**config.mk**
```make
export PLATFORM = sky130hd
export DESIGN_NAME = pixel_unpacker
export DESIGN_NICKNAME = d
export VERILOG_FILES = /design/src/rtl/unpk_pkg.sv /design/src/rtl/unpk_line_calc.sv /design/src/rtl/unpk_word_buf.sv /design/src/rtl/unpk_pix_decode.sv /design/src/rtl/pixel_unpacker.sv
export SDC_FILE = /design/constraint.sdc
export NUM_CORES = 1
export LEC_CHECK = 0
export BUFFER_PORTS_ARGS = -buffer_cell sky130_fd_sc_hd__buf_2
export CAP_MARGIN = 20
export CORE_MARGIN = 4
export CORE_UTILIZATION = 60
export DETAILED_ROUTE_END_ITERATION = 8
export GPL_TIMING_DRIVEN = 0
export MAX_ROUTING_LAYER = met4
export PLACE_DENSITY = 0.88
export SETUP_SLACK_MARGIN = 0.2
export SYNTH_ARGS = -nofsm -noshare
export SYNTH_HDL_FRONTEND = slang
export SYNTH_SLANG_ARGS = --single-unit
```
**constraint.sdc**
```tcl
create_clock -name clk -period 9.7 [get_ports clk]
set_clock_uncertainty 0.1 [all_clocks]
set_input_delay 1.455 -clock clk [delete_from_list [all_inputs] [get_ports clk]]
set_output_delay 1.455 -clock clk [all_outputs]
set_load 0.02 [all_outputs]
```
**src/rtl/unpk_pkg.sv**
```systemverilog
package unpk_pkg;
    localparam int WORD_W  = 32;
    localparam int SLOT_W  = $clog2(WORD_W);
    localparam int NBYTES  = WORD_W / 8;

    typedef enum logic [2:0] {
        DEP_1   = 3'd0,
        DEP_2   = 3'd1,
        DEP_4   = 3'd2,
        DEP_8   = 3'd3,
        DEP_16  = 3'd4,
        DEP_32  = 3'd5,
        DEP_565 = 3'd6,
        DEP_12  = 3'd7
    } depth_e;

    typedef enum logic [2:0] {
        FMT_IDX,
        FMT_888,
        FMT_565,
        FMT_5551,
        FMT_444
    } fmt_e;

    // log2 of the container width a depth code occupies in a word
    function automatic logic [2:0] slot_lg2(input logic [2:0] d);
        logic [2:0] r;
        if (d <= 3'd5) r = d;
        else           r = 3'd4;
        return r;
    endfunction
endpackage

```
**src/rtl/unpk_line_calc.sv**
```systemverilog
module unpk_line_calc #(
    parameter int COL_W = 12
) (
    input  logic [2:0]       depth,
    input  logic [COL_W-1:0] cols,
    output logic [COL_W+1:0] line_bytes
);
    import unpk_pkg::*;
    localparam int LB_W = COL_W + 2;

    logic [LB_W-1:0] cols_x;
    assign cols_x = LB_W'(cols);

    always_comb begin
        unique case (depth_e'(depth))
            DEP_1:   line_bytes = cols_x >> 3;
            DEP_2:   line_bytes = cols_x >> 2;
            DEP_4:   line_bytes = cols_x >> 1;
            DEP_8:   line_bytes = cols_x;
            DEP_32:  line_bytes = cols_x << 2;
            default: line_bytes = cols_x << 1;
        endcase
    end
endmodule

```
**src/rtl/unpk_word_buf.sv**
```systemverilog
module unpk_word_buf
    import unpk_pkg::*;
(
    input  logic              clk,
    input  logic              rst_n,
    input  logic [2:0]        lg2,
    input  logic              byte_swap,
    input  logic              wd_valid,
    input  logic [WORD_W-1:0] wd_data,
    output logic              wd_ready,
    input  logic              px_ready,
    output logic              hold_valid,
    output logic [WORD_W-1:0] hold_word,
    output logic [SLOT_W-1:0] hold_slot,
    output logic [SLOT_W-1:0] last_slot
);
    typedef struct packed {
        logic              valid;
        logic [WORD_W-1:0] word;
        logic [SLOT_W-1:0] slot;
    } st_t;

    st_t st_d, st_q;
    logic [WORD_W-1:0] swapped;
    logic [SLOT_W:0]   ppw;
    logic              last, take, drain;

    for (genvar b = 0; b < NBYTES; b++) begin : g_swap
        assign swapped[8*b +: 8] = wd_data[WORD_W-8-8*b +: 8];
    end

    assign ppw       = (SLOT_W+1)'(WORD_W) >> lg2;
    assign last_slot = SLOT_W'(ppw - 1'b1);
    assign last      = (st_q.slot == last_slot);
    assign wd_ready  = !st_q.valid || (px_ready && last);
    assign take      = wd_valid && wd_ready;
    assign drain     = st_q.valid && px_ready;

    always_comb begin
        st_d = st_q;
        if (drain) begin
            if (last) begin
                st_d.valid = 1'b0;
                st_d.slot  = '0;
            end else begin
                st_d.slot  = st_q.slot + 1'b1;
            end
        end
        if (take) begin
            st_d.valid = 1'b1;
            st_d.word  = byte_swap ? swapped : wd_data;
            st_d.slot  = '0;
        end
    end

    always_ff @(posedge clk) begin
        if (!rst_n) st_q <= '0;
        else        st_q <= st_d;
    end

    assign hold_valid = st_q.valid;
    assign hold_word  = st_q.word;
    assign hold_slot  = st_q.slot;

    a_r12_stall_hold: assert property (@(posedge clk) disable iff (!rst_n)
        (st_q.valid && !px_ready) |=> (st_q.valid && $stable(st_q.word) && $stable(st_q.slot)));

    a_r12_load_slot0: assert property (@(posedge clk) disable iff (!rst_n)
        (wd_valid && wd_ready) |=> (st_q.valid && st_q.slot == '0));

    a_r1_slot_step: assert property (@(posedge clk) disable iff (!rst_n)
        (st_q.valid && px_ready && !last && !wd_valid) |=> (st_q.slot == $past(st_q.slot) + 1'b1));

    a_r12_drain_empty: assert property (@(posedge clk) disable iff (!rst_n)
        (st_q.valid && px_ready && last && !wd_valid) |=> !st_q.valid);
endmodule

```
**src/rtl/unpk_pix_decode.sv**
```systemverilog
module unpk_pix_decode
    import unpk_pkg::*;
(
    input  logic [WORD_W-1:0] word,
    input  logic [SLOT_W-1:0] slot,
    input  logic [SLOT_W-1:0] last_slot,
    input  logic [2:0]        lg2,
    input  logic [2:0]        depth,
    input  logic              msb_first,
    input  logic              rb_swap,
    input  logic [1:0]        fmt16,
    output logic              indexed,
    output logic [7:0]        index,
    output logic [23:0]       rgb
);
    localparam int SH_W = SLOT_W + 1;

    logic [SLOT_W-1:0] pos;
    logic [SH_W-1:0]   shamt;
    logic [SH_W-1:0]   nbits;
    logic [WORD_W-1:0] mask, raw;
    fmt_e              fmt;
    logic              swap;
    logic [7:0]        lo, mid, hi;

    assign pos   = msb_first ? (last_slot - slot) : slot;
    assign shamt = {1'b0, pos} << lg2;
    assign nbits = SH_W'(1) << lg2;
    assign mask  = (nbits >= SH_W'(WORD_W)) ? '1 : ((WORD_W'(1) << nbits) - 1'b1);
    assign raw   = (word >> shamt) & mask;

    always_comb begin
        swap = rb_swap;
        unique case (depth_e'(depth))
            DEP_1, DEP_2, DEP_4, DEP_8: fmt = FMT_IDX;
            DEP_32:  fmt = FMT_888;
            DEP_565: fmt = FMT_565;
            DEP_12:  fmt = FMT_444;
            default: begin
                unique case (fmt16)
                    2'd1:    fmt = FMT_5551;
                    2'd3:    begin fmt = FMT_565; swap = 1'b1; end
                    default: fmt = FMT_565;
                endcase
            end
        endcase
    end

    always_comb begin
        lo  = '0;
        mid = '0;
        hi  = '0;
        unique case (fmt)
            FMT_888: begin
                lo = raw[7:0]; mid = raw[15:8]; hi = raw[23:16];
            end
            FMT_565: begin
                lo  = {raw[4:0],   raw[4:2]};
                mid = {raw[10:5],  raw[10:9]};
                hi  = {raw[15:11], raw[15:13]};
            end
            FMT_5551: begin
                lo  = {raw[4:0],   raw[4:2]};
                mid = {raw[9:5],   raw[9:7]};
                hi  = {raw[14:10], raw[14:12]};
            end
            FMT_444: begin
                lo  = {raw[3:0],  raw[3:0]};
                mid = {raw[7:4],  raw[7:4]};
                hi  = {raw[11:8], raw[11:8]};
            end
            default: ;
        endcase
    end

    assign indexed = (fmt == FMT_IDX);
    assign index   = indexed ? raw[7:0] : 8'd0;
    assign rgb     = indexed ? 24'd0 : (swap ? {hi, mid, lo} : {lo, mid, hi});

    always_comb begin
        if (indexed) begin
            a_r6_idx_no_rgb: assert (rgb == 24'd0);
            a_r6_idx_fits: assert ((16'(index) >> nbits) == 16'd0);
        end else begin
            a_r6_direct_no_idx: assert (index == 8'd0);
        end
    end
endmodule

```
**src/rtl/pixel_unpacker.sv**
```systemverilog
module pixel_unpacker
    import unpk_pkg::*;
#(
    parameter int COL_W = 12
) (
    input  logic             clk,
    input  logic             rst_n,
    input  logic [2:0]       depth,
    input  logic             rb_swap,
    input  logic             byte_swap,
    input  logic             pix_msb_first,
    input  logic [1:0]       fmt16,
    input  logic [COL_W-1:0] cols,
    output logic [COL_W+1:0] line_bytes,
    input  logic             wd_valid,
    output logic             wd_ready,
    input  logic [31:0]      wd_data,
    output logic             px_valid,
    input  logic             px_ready,
    output logic             px_indexed,
    output logic [7:0]       px_index,
    output logic [23:0]      px_rgb
);
    logic [2:0]        lg2;
    logic              msb_eff;
    logic              hold_valid;
    logic [WORD_W-1:0] hold_word;
    logic [SLOT_W-1:0] hold_slot, last_slot;

    assign lg2     = slot_lg2(depth);
    assign msb_eff = pix_msb_first && !byte_swap;

    unpk_line_calc #(.COL_W(COL_W)) u_line (
        .depth      (depth),
        .cols       (cols),
        .line_bytes (line_bytes)
    );

    unpk_word_buf u_buf (
        .clk        (clk),
        .rst_n      (rst_n),
        .lg2        (lg2),
        .byte_swap  (byte_swap),
        .wd_valid   (wd_valid),
        .wd_data    (wd_data),
        .wd_ready   (wd_ready),
        .px_ready   (px_ready),
        .hold_valid (hold_valid),
        .hold_word  (hold_word),
        .hold_slot  (hold_slot),
        .last_slot  (last_slot)
    );

    unpk_pix_decode u_dec (
        .word      (hold_word),
        .slot      (hold_slot),
        .last_slot (last_slot),
        .lg2       (lg2),
        .depth     (depth),
        .msb_first (msb_eff),
        .rb_swap   (rb_swap),
        .fmt16     (fmt16),
        .indexed   (px_indexed),
        .index     (px_index),
        .rgb       (px_rgb)
    );

    assign px_valid = hold_valid;
endmodule

```
==> results.cfg <==
[status]
status = completed

[finish]
final_nets = 853
fillers = 645
insertedDiodeCount = 0
layout-drive-gt1-share = 0.213
instances_no_fill = 898
syn_to_final_growth_pct = 15.0

[global_routing]
grt_use_total = 0.370
first_global_vias = 6050
global_route.overflow_total = 0
grt_max_degree = 13
grt_pass1_wl_um = 30200
antenna_found_initial = 0

[pwr]
vdd_drop_max_mv = 0.114
p_sw_frac = 0.406
pwr_density_cell_nw_per_um2 = 109
p_switching_mw = 0.269
p_clk_frac = 0.263
p_int_mw = 0.395
leakage_nw = 2.96
seqPwrFrac = 0.273
combPwrFrac = 0.464

[sta]
fin_crit_ns = 8.09
fmax_mhz = 124
final-setup-viol-count = 0
hold_viol = 0
drv_slew = 0
slew_headroom = 0.430
finalCritPeriodShare = 0.834
worstMarginPinSlew_ns = 0.842
rsz0062_at_grt = no
finalSetupTns_ns = 0

[logic_synthesis]
synthesis.area_um2 = 5300
yosys_warnings = 0
async_reset_ff_frac = 0
synth_area_per_cell_um2 = 7.81
synth_seq_cells = 38
netlist_instances = 679
synth_nets = 743
synth.distinct_cells = 77
synth-main-ff-cell = dfxtp_1
synth_edf_count = 0
seq_area_frac_synth = 0.143

[routing]
drt_iter0_drc = 629
avgRoutedWirePerCell_um = 21.4
finalWirelength_um = 19200
drt-pass1-iter-count = 6
avgViaCountPerCell = 6.97
dr_total_vias = 6263
drc = 0
final_antenna_net_count = 0

[floorplanning]
die_area_um2 = 10400
start_util = 0.611
die_w_um = 102
coreArea_um2 = 8680
die_y_um = 102
pin_count = 105
rows = 34

[critical_path]
reg2reg_depth = 10
critical_path_class = in -> out
arrival_ns = 6.54
critPathLaunchType = input pin
worstSetupEndpointType = primary output
cp_max_fo = 10
cp.required_ns = 8.15

[clocking]
cts_tree = done
cts_sinks = 38
clock_latency_ns = 0.31
path_clk_slew_ns = 0.08
htreeDepth = 2
cts_resized = 0
cts_hold_buf = 0
ctsRootBufferMaster = clkbuf_8
cts_buffers = 5
post_cts_buffers = 0
cts_buffer_depth = 2

[min_path]
holdCritPathClass = reg -> reg
worstHoldPathCells = 1

[placement]
io_buffer_count = 102
place_inst = 889
gp_congestion = 0.965
hpwlAfterDp_um = 14900

[job]
cap_viol_max_count = 0
area by class of cell:
cell class | instances | area, µm² | area share
clock inverters | 2 | 60.1 | 0.00985
repair buffers | 103 | 515 | 0.0846
clock buffers | 6 | 82.6 | 0.0135
plain buffers | 55 | 262 | 0.0429
well taps | 108 | 135 | 0.0222
multi-input cells | 573 | 4230 | 0.694
flip-flops and latches | 38 | 761 | 0.125
inverters | 13 | 48.8 | 0.00800
cells in the mapped netlist, types with 11 or more instances:
library cell	instances	area [µm²]
inv_1	12	45.0
dfxtp_1	38	761
a21oi_1	34	170
o22ai_1	22	138
nor2_1	68	255
mux2i_1	127	1270
clkbuf_1	27	101
and2_1	11	68.8
o211a_1	34	340
nor3_1	21	105
nand2_1	81	304
critical path: stages:
cell and delay, ns:
buf_2 0.13, inv_2 0.11, clkbuf_1 0.43, clkbuf_1 0.37, nor3_1 0.15, ha_1 0.25
fa_1 0.56, or3b_2 0.16, a21boi_2 0.39, o22ai_1 0.17, or4_1 0.54, o21ai_1 0.37
o32ai_1 0.15, a2111oi_2 0.62, nand2_1 0.15, o311ai_1 0.15, o2bb2ai_1 0.17, buf_2 0.19
power groups by stage:
stage                     logic, mW  clock network (mW)  registers, mW
after floorplan               0.211                   0          0.179
after global placement        0.289                   0          0.182
after detailed placement      0.297                   0          0.183
after CTS                     0.300               0.171          0.180
after global routing          0.330               0.176          0.182
final                         0.308               0.175          0.182
path summary, 6_finish.rpt:
check	startpoint	endpoint	slack (ns)
max	depth[0]	px_rgb[23]	1.61
max reg2reg	u_buf.hold_slot[1]$_SDFFE_PP0P_	u_buf.hold_word[0]$_SDFFE_PN0P_	6.56
min reg2reg	u_buf.hold_word[22]$_SDFFE_PN0P_	u_buf.hold_word[22]$_SDFFE_PN0P_	0.42
min	u_buf.hold_word[22]$_SDFFE_PN0P_	u_buf.hold_word[22]$_SDFFE_PN0P_	0.42
placed cells by master (no fill, tap or decap), types with 9 or more instances in the layout:
cell        n
mux2i_1   127
nand3_1    10
and2_1     11
nand2_1    81
nor2_1     68
nor3_1     21
inv_1      12
buf_1      10
clkbuf_1   27
o21ai_0    10
o211a_1    34
mux2_2     10
a21oi_1    34
o22ai_1    22
dfxtp_1    38
mux4_2      9
buf_2     110
through the flow:
step	setup WS (ns)	hold WS [ns]	area, µm²	total power [mW]	utilization
3_3_place_gp	1.34	0.391	5950	0.471	0.685
6_report	1.61	0.425	6100	0.664	0.702
5_1_grt	1.38	0.455	6100	0.688	0.702
4_1_cts	1.24	0.426	6090	0.651	0.702
3_5_place_dp	1.28	0.406	5950	0.480	0.685
2_1_floorplan	2.54	0.372	5300	0.389	-
per-layer routing:
layer	vias to the layer above	wire length [µm]	GRT usage	share of wire
li1	2785	-	-	-
met1	2959	7420	0.426	0.39
met2	428	9320	0.643	0.49
met3	91	1580	0.0348	0.082
met4	0	887	0.181	0.046
met5	-	0	-	0
cells by family (layout without fill, tap and decap cells):
group	count (synthesis)	in the layout	synth area share
and+or+nand+nor	234	234	0.207
muxes	147	147	0.302
DFF	38	38	0.143
buffers and inverters	68	179	0.0585
adders and majority gates	8	8	0.0203
AOI/OAI and AO/OA	175	175	0.254
xor gates and xnor gates	9	9	0.0149
registers in the layout (all words and copies together) (netlist names):
register          cells
u_buf.hold_valid      1
u_buf.hold_slot       5
u_buf.hold_word      32
Power figures use the tool's default switching activity.
